===== config.mk =====
export PLATFORM = sky130hd
export DESIGN_NAME = tmr_snap_latch
export DESIGN_NICKNAME = d
export VERILOG_FILES = /design/src/rtl/tsl_pkg.sv /design/src/rtl/tsl_ctrl.sv /design/src/rtl/tsl_slot.sv /design/src/rtl/tmr_snap_latch.sv
export SDC_FILE = /design/constraint.sdc
export NUM_CORES = 1
export LEC_CHECK = 0
export BUFFER_PORTS_ARGS = -buffer_cell sky130_fd_sc_hd__buf_2
export CAP_MARGIN = 20
export CORE_MARGIN = 8
export CORE_UTILIZATION = 35
export CTS_CLUSTER_DIAMETER = 80
export CTS_CLUSTER_SIZE = 12
export DETAILED_ROUTE_END_ITERATION = 10
export MAX_ROUTING_LAYER = met4
export SLEW_MARGIN = 10
export SYNTH_ARGS = -nofsm -noshare
export SYNTH_HDL_FRONTEND = slang
export SYNTH_HIERARCHICAL = 1
export SYNTH_SLANG_ARGS = --single-unit

===== constraint.sdc =====
create_clock -name clk_i -period 2.8 [get_ports clk_i]
set_clock_uncertainty 0.15 [all_clocks]
set_input_delay 0 -clock clk_i [delete_from_list [all_inputs] [get_ports clk_i]]
set_output_delay 0 -clock clk_i [all_outputs]
set_load 0.01 [all_outputs]

===== src/rtl/tsl_pkg.sv =====
package tsl_pkg;
  typedef enum logic {
    SNAP_PER_REG = 1'b0,
    SNAP_GROUP   = 1'b1
  } snap_mode_e;

  localparam int unsigned NUM_TMR = 4;
  localparam int unsigned NUM_RD  = 3;
  localparam int unsigned RD_12   = 0;
  localparam int unsigned RD_3    = 1;
  localparam int unsigned RD_4    = 2;
endpackage


===== src/rtl/tsl_ctrl.sv =====
module tsl_ctrl
  import tsl_pkg::*;
(
  input  logic               mode_i,
  input  logic [NUM_RD-1:0]  rd_i,
  output logic [NUM_TMR-1:0] cap_o
);
  logic grp;

  always_comb begin
    grp      = (snap_mode_e'(mode_i) == SNAP_GROUP);
    cap_o[0] = rd_i[RD_12];
    cap_o[1] = rd_i[RD_12];
    // group mode: only the shared word read captures, and it takes all four
    cap_o[2] = grp ? rd_i[RD_12] : rd_i[RD_3];
    cap_o[3] = grp ? rd_i[RD_12] : rd_i[RD_4];
  end
endmodule


===== src/rtl/tsl_slot.sv =====
module tsl_slot #(
  parameter int unsigned W = 16
) (
  input  logic         clk_i,
  input  logic         rst_ni,
  input  logic         cap_i,
  input  logic [W-1:0] live_i,
  output logic [W-1:0] view_o
);
  logic [W-1:0] held_q;

  always_ff @(posedge clk_i or negedge rst_ni) begin
    if (!rst_ni)    held_q <= '0;
    else if (cap_i) held_q <= live_i;
  end

  // the read that captures returns the value being captured
  assign view_o = cap_i ? live_i : held_q;
endmodule


===== src/rtl/tmr_snap_latch.sv =====
module tmr_snap_latch
  import tsl_pkg::*;
#(
  parameter int unsigned T12_W = 16,
  parameter int unsigned T34_W = 32,
  localparam int unsigned W12  = 2 * T12_W
) (
  input  logic             clk_i,
  input  logic             rst_ni,
  input  logic             mode_i,
  input  logic             rd12_i,
  input  logic             rd3_i,
  input  logic             rd4_i,
  input  logic [T12_W-1:0] cnt1_i,
  input  logic [T12_W-1:0] cnt2_i,
  input  logic [T34_W-1:0] cnt3_i,
  input  logic [T34_W-1:0] cnt4_i,
  output logic [W12-1:0]   rd12_o,
  output logic [T34_W-1:0] rd3_o,
  output logic [T34_W-1:0] rd4_o
);
  logic [NUM_RD-1:0]  rd;
  logic [NUM_TMR-1:0] cap;
  logic [T12_W-1:0]   lo_live [2];
  logic [T12_W-1:0]   lo_view [2];
  logic [T34_W-1:0]   hi_live [2];
  logic [T34_W-1:0]   hi_view [2];

  always_comb begin
    rd         = '0;
    rd[RD_12]  = rd12_i;
    rd[RD_3]   = rd3_i;
    rd[RD_4]   = rd4_i;
    lo_live[0] = cnt1_i;
    lo_live[1] = cnt2_i;
    hi_live[0] = cnt3_i;
    hi_live[1] = cnt4_i;
  end

  tsl_ctrl u_ctrl (
    .mode_i (mode_i),
    .rd_i   (rd),
    .cap_o  (cap)
  );

  for (genvar g = 0; g < 2; g++) begin : g_lo
    tsl_slot #(.W(T12_W)) u_slot (
      .clk_i  (clk_i),
      .rst_ni (rst_ni),
      .cap_i  (cap[g]),
      .live_i (lo_live[g]),
      .view_o (lo_view[g])
    );
  end

  for (genvar g = 0; g < 2; g++) begin : g_hi
    tsl_slot #(.W(T34_W)) u_slot (
      .clk_i  (clk_i),
      .rst_ni (rst_ni),
      .cap_i  (cap[g+2]),
      .live_i (hi_live[g]),
      .view_o (hi_view[g])
    );
  end

  assign rd12_o = {lo_view[1], lo_view[0]};
  assign rd3_o  = hi_view[0];
  assign rd4_o  = hi_view[1];
endmodule


==> Yosys cells after proc, flatten, opt, wreduce, memory -nomap -nowiden <==
Cells that the tools add are included.
{ "word_totals": {"out_inout_bits": 96, "elab_cells": 10, "rom_bits": 0, "n_memories": 0, "ram_bits": 0, "latchBits": 0, "reg_bits": 96, "inputBits": 102} }
{ "op_classes": {"n_reduce_logical": 0, "add_sub_neg": 0, "n_mul": 0, "muxes": 6, "n_shift": 0, "n_eq_ne": 0, "bitwise": 0, "div": 0, "n_lt_le_gt_ge": 0} }
{ "ops": {"columns": ["operator", "n"], "rows": [
  ["32-bit 2-to-1 mux", 2],
  ["16-bit 2-to-1 mux", 2],
  ["1-bit 2-to-1 mux", 2]
]} }

==> Longest topological paths before layout <==
Gate-level depths: netlist of the first run.
{ "depth": {"depth_word": 2, "depth_mapped": 4, "depth_no_buf": 2} }

==> Cells and area by module <==
The synthesis of the first run kept the hierarchy.
{ "by_module_without_submodules": {"columns": ["module", "area_per_inst_um2", "seq_area_each_um2", "n_inst", "cells_each"], "rows": [
  ["tsl_slot (g_hi[0].u_slot ...)", 1345.0, 800.8, 2, 68],
  ["tsl_slot (g_lo[0].u_slot ...)", 649.4, 400.4, 2, 34],
  ["tsl_ctrl", 37.5, 0.0, 1, 4]
]} }

==> Least setup slack after synthesis of the first run <==
No wires, ideal clock.
{ "synth_path": {"kind": "input to register", "startpoint": "in mode_i", "endpoint": "reg g_hi[0].u_slot.held_q[0]", "t_arrival_ns": 0.907, "setup_time_ns": 0.133, "t_required_ns": 2.517, "cell_stages": 4, "path_buffers": 2, "slack_ns": 1.610, "cell_sequence": "mux2_2 -> buf_6 -> buf_12 -> mux2_4"} }
{ "synth_between": {"elab_chain_cells": 2} }
{ "synth_rtl": {"columns": ["element", "line_no", "rtl"], "rows": [
  ["start, declared", "tmr_snap_latch.sv:10", "input logic mode_i,"],
  ["1-bit 2-to-1 mux", "tsl_ctrl.sv:15", "cap_o[2] = grp ? rd_i[RD_12] : rd_i[RD_3];"],
  ["32-bit 2-to-1 mux", null, null],
  ["via rd3_o[0]", "tmr_snap_latch.sv:19", "output logic [T34_W-1:0] rd3_o,"],
  ["end signal, assigned", "tsl_slot.sv:14", "else if (cap_i) held_q <= live_i;"],
  ["end, declared", "tsl_slot.sv:10", "logic [W-1:0] held_q;"]
]} }
The timed path passes the listed nets, and every way through them passes these cells.

==> Worst setup path after layout of the first run <==
{ "layout_path": {"startpoint": "in mode_i", "endpoint": "out rd4_o[1]"} }
{ "layout_between": {"elab_chain_cells": 2} }
{ "layout_rtl": {"columns": ["element", "line_no", "rtl"], "rows": [
  ["1-bit 2-to-1 mux", "tsl_ctrl.sv:16", "cap_o[3] = grp ? rd_i[RD_12] : rd_i[RD_4];"],
  ["via cap[3]", "tmr_snap_latch.sv:23", "logic [NUM_TMR-1:0] cap;"],
  ["32-bit 2-to-1 mux", "tsl_slot.sv:18", "assign view_o = cap_i ? live_i : held_q;"],
  ["end, declared", "tmr_snap_latch.sv:20", "output logic [T34_W-1:0] rd4_o"]
]} }
The timed path passes the listed nets, and every way through them passes these cells.

==> run metrics, run 1 <==
status finished clean; Post-DP Area 5020 µm²; GRT overflow 0; max cap viols 0; average cell area after synthesis 19.4 µm²; Num CTS Buffers 9; Die Span Y 123 µm; GRT Util Overall 15.6%; worst setup path endpoint rd4_o[1]; initial antenna violation count 0; Synth area leader dfrtp_1; Post-synth EDFFs 0; fraction of registers with async set/reset 100%; area of the core between 10,000 and 15,000 µm²; fin crit share 63.5%; Crit Path Class in -> out; Vias/cell 4.27; clk_lat worst skew 0.34 ns; commonest cells in the netlist dfrtp_1 (96), mux2_4 (80), mux2_2 (18); CTS resizes 0; die area 15,200 µm²; worst path required time around 2.7 ns; cell count of the worst reg-to-reg path 1; Lkg Pwr 0.00320 µW; crit path capture type primary output; Synth Flop Type dfrtp_1; min-delay worst type in -> async; Vias around 2,800; total negative setup slack 0 ns; Worst Hold Slack approximately 0.080 ns; routed len/inst about 17 µm; clock buffer depth 2; P&R area growth vs syn 55.7%; Row Count 39; Post-CTS Setup Inserts 0; final hold vios 0; vias in the first global route about 3,300; n_diodes 0; Synth Net Count 310; clock period minus worst slack 1.78 ns; RePlAce Congestion approximately 0.73; Post-Route WL 11,200 µm; I/O pins 198; nature of the critical path startpoint primary input; Synth top area share just under 60%; FMAX around 0.56 GHz; Initial Utilization 35.6%; sequential share of the synthesized area 59.7%; CTS HTree Levels 3; fin nets 605; synthesis-stage register bit count 96; RR Startpoint g_lo[1].u_slot/held_q[3]; first-pass GRT wire length roughly 18,000 µm; # DRC 0; DR iter-0 viols 91; RSZ-0062 raised after global routing no; ANT nets after route 0; Yosys warnings 6; relative slew slack 59.4%; reg2reg end g_lo[1].u_slot/held_q[3]; Slew Limit Fails 0; # clock sinks 96; Post-Syn Area between 4000 and 5000 µm²; Worst VDD drop 0.000875 V; DP HPWL 7290 µm; IO Port Bufs 197; Detailed Routing Iterations Pass 1 2; Worst EP arrival 1.63 ns; Cell variety after synth 6; CTS tree built; slack of the worst reg-to-reg path 1.88 ns; top-count cell post-synth dfrtp_1; CTS clk-pin slew, worst paths about 0.060 ns; largest net degree at the start of global routing 51; worst setup path start mode_i; Cells after Synth between 200 and 250; die width 123 µm; Worst-Margin Slew 0.609 ns; pwr dens 579 nW/µm²; fraction of layout cells with a size suffix above 1 between 60% and 70%; clock root buffer clkbuf_16; CP max FO 17; Synth area leaders dfrtp_1 (60%), mux2_4 (30%), mux2_2 (5.0%); setup violators final 0; Finished Cell Area 6270 µm²
[flip-flops by register name (all words and copies together), names as in the netlist]
signal / flops
g_lo.u_slot/held_q: 32
g_hi.u_slot/held_q: 64
[where the power goes]
group          internal [µW]  total, µW  switching, µW
combinational            486        852            366
clock                    689       1190            498
sequential              1550       1590           46.1
[layer usage]
layer	wire length [µm]	vias up	track usage, %
li1	-	1303	-
met5	0	-	-
met1	4460	1339	17.3
met3	914	15	6.12
met4	218	0	5.12
met2	5560	124	25.3
[through the flow]
stage	total power (µW)	worst slack, ns	utilization, %	cells
global route	3830	0.941	55.4	651
CTS	3690	0.995	55.4	651
global placement	2350	1.04	44.3	538
floorplan	2080	1.61	-	208
finish	3630	1.02	55.4	651
detailed placement	2360	0.984	44.3	538
[cell families (layout without fill, tap and decap cells)]
| family | count (synthesis) | count (layout) | share of synthesized area (%) |
|---|---|---|---|
| DFF | 96 | 96 | 59.7 |
| buffers and inverters | 14 | 314 | 5.47 |
| muxes | 98 | 98 | 34.9 |
[critical path, stage by stage]
cell and delay [ns]:
buf_2 0.11, mux2_2 0.60, buf_4 0.41, mux2_4 0.34, buf_2 0.15
[layout make-up]
| cell class | count | area [µm²] |
|---|---|---|
| clock inverter | 4 | 45.0 |
| sequential | 96 | 2400 |
| fill | 894 | 5050 |
| multi-input combinational | 98 | 1400 |
| timing repair buffer | 298 | 2000 |
| tap | 143 | 179 |
| clock buffer | 12 | 236 |
[worst min-delay path by stage]
stage	slack, ns	end	cells past startpoint	from
after floorplan	-0.45	g_hi[0].u_slot/held_q[0]	0	rst_ni
after global placement	-0.1	g_lo[0].u_slot/held_q[9]	1	rst_ni
after detailed placement	-0.1	g_lo[0].u_slot/held_q[9]	1	rst_ni
after CTS	0.08	g_lo[0].u_slot/held_q[9]	2	rst_ni
after global routing	0.13	g_lo[0].u_slot/held_q[11]	2	rst_ni
final	0.08	g_lo[0].u_slot/held_q[9]	2	rst_ni
[repair_timing]
item / in CTS / in global routing
hold endpoints to repair: 142 / 0
setup endpoints to repair: 0 / 0
hold buffers: 97 / 0
[cells in the final DEF, fill, tap and decap left out]
master	n
clkbuf_1	3
dfrtp_1	96
clkbuf_16	9
bufinv_16	1
dlygate4sd3_1	97
clkinv_2	3
mux2_4	80
mux2_2	18
buf_12	1
buf_4	4
buf_2	196
Power figures use the tool's default switching activity.
==> inputs of run 2 (changes only) <==
--- a/config.mk
+++ b/config.mk
@@ -13,6 +13,7 @@
 export CTS_CLUSTER_SIZE = 12
 export DETAILED_ROUTE_END_ITERATION = 10
 export MAX_ROUTING_LAYER = met4
+export PLACE_DENSITY = 0.66
 export SLEW_MARGIN = 10
 export SYNTH_ARGS = -nofsm -noshare
 export SYNTH_HDL_FRONTEND = slang
==> constraint.sdc (replaced) <==
create_clock -name clk_i -period 1.63 [get_ports clk_i]
set_clock_uncertainty 0.15 [all_clocks]
set_input_delay 0 -clock clk_i [delete_from_list [all_inputs] [get_ports clk_i]]
set_output_delay 0 -clock clk_i [all_outputs]
set_load 0.01 [all_outputs]
==> run metrics, run 2 (synthesis gave the netlist of run 1 again) <==
status finished clean; Slew Limit Fails 0; fin crit share 86.3%; RePlAce Congestion 0.732; crit-path leading delay family buffers and inverters; Row Count 39; P&R area growth vs syn 57.2%; Worst-Margin Slew between 0.3 and 0.4 ns; Num CTS Buffers 9; worst setup path endpoint g_hi[1].u_slot/held_q[18]; die area 15,200 µm²; Crit path top cell by count dlygate4sd3_1; CTS clk-pin slew, worst paths 0.07 ns; Crit Path Class in -> async; CP Cell Sequence dlygate4sd3_1 -> dlygate4sd3_1 -> buf_4 -> buf_12; max FFs per register 64; largest net degree at the start of global routing 53; Biggest register g_hi.u_slot/held_q; delay of the slowest critical-path stage 0.55 ns; min-delay worst type in -> reg; first-pass GRT wire length about 17,000 µm; routed len/inst 16.6 µm; DR iter-0 viols around 110; Post-Route WL 10,900 µm; clock period minus worst slack 1.41 ns; cell count of the worst reg-to-reg path 1; final hold vios 0; critical path depth 4; CP max FO 52; FMAX just over 0.7 GHz; hold path cells 3; Lkg Pwr 0.00322 µW; IO Port Bufs 197; pwr dens 983 nW/µm²; Total Power 6220 µW; total negative setup slack 0 ns; Die Span Y between 100 and 150 µm; GRT overflow 0; Initial Utilization 35.6%; Vias/cell 4.33; I/O pins 198; Worst EP arrival 1.76 ns; die width between 100 and 150 µm; relative slew slack 75.8%; Largest regs g_hi.u_slot/held_q x64, g_lo.u_slot/held_q x32; DP HPWL about 7300 µm; nature of the critical path startpoint primary input; Detailed Routing Iterations Pass 1 4; most frequent cells in the layout buf_2 (196), dlygate4sd3_1 (98), dfrtp_1 (96), mux2_4 (80), mux2_2 (18); reg2reg end g_lo[0].u_slot/held_q[10]; clock buffer depth 2; worst setup path start rst_ni; RSZ-0062 raised after global routing no; fraction of layout cells with a size suffix above 1 62.0%; area of the core 11,300 µm²; initial antenna violation count 0; ANT nets after route 0; most common cell after layout, fill and taps aside buf_2; max cap viols 0; CTS tree built; Worst VDD drop 0.000508 V; clk_lat worst skew ~0.34 ns; Worst path slowest cell dlygate4sd3_1; crit path capture type asynchronous set/reset pin; Crit path buffers/inverters 4; # DRC 0; setup violators final 0; CTS HTree Levels 3; vias in the first global route around 3,300; # clock sinks 96; clock root buffer clkbuf_16; Vias 2,837; RR Startpoint g_lo[0].u_slot/held_q[10]; slack of the worst reg-to-reg path 0.70 ns; GRT Util Overall 14.6%; fin nets 608; worst path required time 1.99 ns
==> run 2: cell count changes in the layout (fill, tap and decap cells not counted), sizes merged <==
cell,change
dlygate4sd3,+1
inv,+3
buf,+2
diode,+1
bufinv,-1
clkbuf,-3
clkinv,+1
==> run 2: cell type report <==
| class | count | area (µm²) |
|---|---|---|
| antenna | 1 | 2.50 |
| clock buffer | 9 | 225 |
| clock inverter | 7 | 63.8 |
| fill | 897 | 4990 |
| multi-input combinational | 98 | 1400 |
| sequential | 96 | 2400 |
| tap | 143 | 179 |
| timing repair buffer | 301 | 2050 |
==> run 2: timing repair <==
item	4_1_cts	5_1_grt
resized for setup	0	0
hold buffers	98	0
hold endpoints to repair	192	0
setup buffers	0	0
==> run 2: where the power goes <==
part           switching (µW)  internal [µW]
logic                     626            849
registers                83.8           2660
clock network             942           1070
==> run 2: worst min path at each step <==
| stage | start | to | slack [ns] |
|---|---|---|---|
| floorplan | rst_ni | g_hi[0].u_slot/held_q[0] | -0.45 |
| global placement | rst_ni | g_lo[0].u_slot/held_q[4] | -0.21 |
| detailed placement | rst_ni | g_lo[0].u_slot/held_q[4] | -0.21 |
| CTS | rd12_i | g_lo[1].u_slot/held_q[11] | 0.07 |
| global route | rd12_i | g_lo[0].u_slot/held_q[5] | 0.09 |
| finish | rd12_i | g_lo[1].u_slot/held_q[11] | 0.09 |
==> run 2: per-layer routing <==
layer / up-vias / wire, µm / track usage, %
met5: - / 0 / -
met4: 0 / 85 / 3.91
met3: 8 / 638 / 3.24
met2: 110 / 5690 / 25.3
met1: 1401 / 4490 / 16.7
li1: 1318 / - / -
==> run 2: tightest hold or removal path, cell delays in order <==
cell    delay [ns]
buf_2         0.13
buf_12        0.18
mux2_4        0.22
==> run 2: per-stage QoR <==
| stage | util, % | hold slack [ns] | area (µm²) | cells | worst slack [ns] |
|---|---|---|---|---|---|
| after global routing | 55.9 | 0.0920 | 6330 | 654 | 0.126 |
| after global placement | 44.7 | -0.209 | 5060 | 540 | 0.327 |
| after floorplan | - | -0.446 | 4030 | 208 | 0.440 |
| after CTS | 55.9 | 0.0711 | 6330 | 654 | 0.204 |
| final | 55.9 | 0.0902 | 6330 | 655 | 0.224 |
| after detailed placement | 44.7 | -0.213 | 5060 | 540 | 0.313 |
==> inputs of run 3 (changes only) <==
--- a/config.mk
+++ b/config.mk
@@ -7,13 +7,13 @@
 export LEC_CHECK = 0
 export BUFFER_PORTS_ARGS = -buffer_cell sky130_fd_sc_hd__buf_2
 export CAP_MARGIN = 20
+export CORE_ASPECT_RATIO = 0.9
 export CORE_MARGIN = 8
 export CORE_UTILIZATION = 35
 export CTS_CLUSTER_DIAMETER = 80
 export CTS_CLUSTER_SIZE = 12
 export DETAILED_ROUTE_END_ITERATION = 10
 export MAX_ROUTING_LAYER = met4
-export PLACE_DENSITY = 0.66
 export SLEW_MARGIN = 10
 export SYNTH_ARGS = -nofsm -noshare
 export SYNTH_HDL_FRONTEND = slang
==> constraint.sdc (replaced) <==
create_clock -name clk_i -period 1.3 [get_ports clk_i]
set_clock_uncertainty 0.15 [all_clocks]
set_input_delay 0 -clock clk_i [delete_from_list [all_inputs] [get_ports clk_i]]
set_output_delay 0 -clock clk_i [all_outputs]
set_load 0.01 [all_outputs]
==> run metrics, run 3 (synthesis gave the netlist of run 1 again) <==
crit-path leading delay family flip-flops; dpl ws -0.00364 ns; Worst VDD drop 0.000749 V; area of the core 11,300 µm²; Total Power roughly 8100 µW; FMAX 0.779 GHz; Initial Utilization 35.5%; Num CTS Buffers 9; initial antenna violation count 2; Worst Hold Slack 0.117 ns; crit path capture type primary output; Vias 2,859; Crit path buffers/inverters 1; reg2reg end g_hi[0].u_slot/held_q[16]; CP Cell Sequence mux2_4 -> buf_2; routed len/inst 17.7 µm; Worst-Margin Slew 0.512 ns; max FFs per register 64; worst path required time 1.15 ns; CP max FO 2; CTS tree built; worst setup path start g_hi[0].u_slot/held_q[31]; Row Count 37; CTS HTree Levels 3; I/O pins 198; # clock sinks 96; DP HPWL between 7000 and 8000 µm; RR Startpoint g_hi[0].u_slot/held_q[16]; GRT Util Overall between 10 and 15%; delay of the slowest critical-path stage 0.37 ns; clk_lat worst skew 0.33 ns; final hold vios 0; fraction of layout cells with a size suffix above 1 62.1%; relative slew slack 65.9%; Worst EP arrival 1.13 ns; clock period minus worst slack ~1.3 ns; setup violators final 0; DR iter-0 viols between 100 and 150; die width 129 µm; largest net degree at the start of global routing 97; Worst path slowest cell dfrtp_1; most common cell after layout, fill and taps aside buf_2; most frequent cells in the layout buf_2 (151), dlygate4sd3_1 (97), dfrtp_1 (96), mux2_4 (85), buf_6 (46); Vias/cell 4.25; CTS clk-pin slew, worst paths ~0.06 ns; IO Port Bufs 197; fin nets 613; final worst slack between 0.015 and 0.02 ns; Biggest register g_hi.u_slot/held_q; Lkg Pwr roughly 0.0034 µW; max cap viols 0; Crit Path Class reg -> out; P&R area growth vs syn 66.7%; nature of the critical path startpoint register; Post-Route WL 11,900 µm; min-delay worst type in -> async; Die Span Y about 120 µm; GRT overflow 0; pwr dens 1210 nW/µm²; RSZ-0062 raised after global routing yes; die area roughly 15,000 µm²; clock buffer depth 2; ANT nets after route 0; Detailed Routing Iterations Pass 1 4; cell count of the worst reg-to-reg path 2; status finished clean; # DRC 0; slack of the worst reg-to-reg path 0.25 ns; Slew Limit Fails 0; clock root buffer clkbuf_16; fin crit share 98.8%; RePlAce Congestion 0.702; first-pass GRT wire length around 17,000 µm; vias in the first global route around 3,400; Largest regs g_hi.u_slot/held_q x64, g_lo.u_slot/held_q x32
run 3: worst max-delay path by stage:
stage / cells past startpoint / slack [ns] / end
5_1_grt: 2 / -0.02 / rd4_o[28]
3_3_place_gp: 5 / 0.02 / rd4_o[29]
2_1_floorplan: 4 / 0.11 / g_hi[0].u_slot/held_q[0]
6_report: 2 / 0.02 / rd3_o[31]
3_5_place_dp: 5 / -0.004 / rd4_o[29]
4_1_cts: 5 / 0.001 / rd4_o[30]
run 3: per-stage QoR:
step | area (µm²) | std cells | TNS [ns] | util (%)
after floorplan | 4030 | 208 | 0 | -
after global placement | 5070 | 553 | 0 | 44.7
after detailed placement | 5070 | 553 | -0.00364 | 44.7
after CTS | 6320 | 664 | 0 | 55.8
after global routing | 6710 | 672 | -0.0956 | 59.2
final | 6710 | 672 | 0 | 59.2
run 3: power breakdown:
| part | internal [µW] | switching [µW] |
|---|---|---|
| sequential | 3330 | 104 |
| combinational | 1310 | 867 |
| clock | 1470 | 1040 |
run 3: cell type report:
class | count | area [µm²]
antenna | 2 | 5.00
clock buffer | 11 | 233
clock inverter | 3 | 45.0
fill | 856 | 4630
multi-input combinational | 98 | 1420
sequential | 96 | 2400
tap | 156 | 195
timing repair buffer | 306 | 2410
run 3: tightest hold or removal path, stage by stage:
cell	delay [ns]
dlygate4sd3_1	0.54
buf_4	0.12
buf_12	0.39
run 3: per-layer routing:
metal,global-route usage [%],vias up,wire [µm]
met5,-,-,0
met4,5.87,0,270
met3,4.17,21,632
met2,25.1,108,6230
met1,16.3,1402,4780
li1,-,1328,-
run 3: repair_timing:
item,CTS,global route
hold buffers,97,0
gates resized for setup,1,63
setup endpoints to repair,1,58
gates cloned,0,3
pin swaps,0,0
endpoints found under the hold margin,192,0
setup buffers,0,3
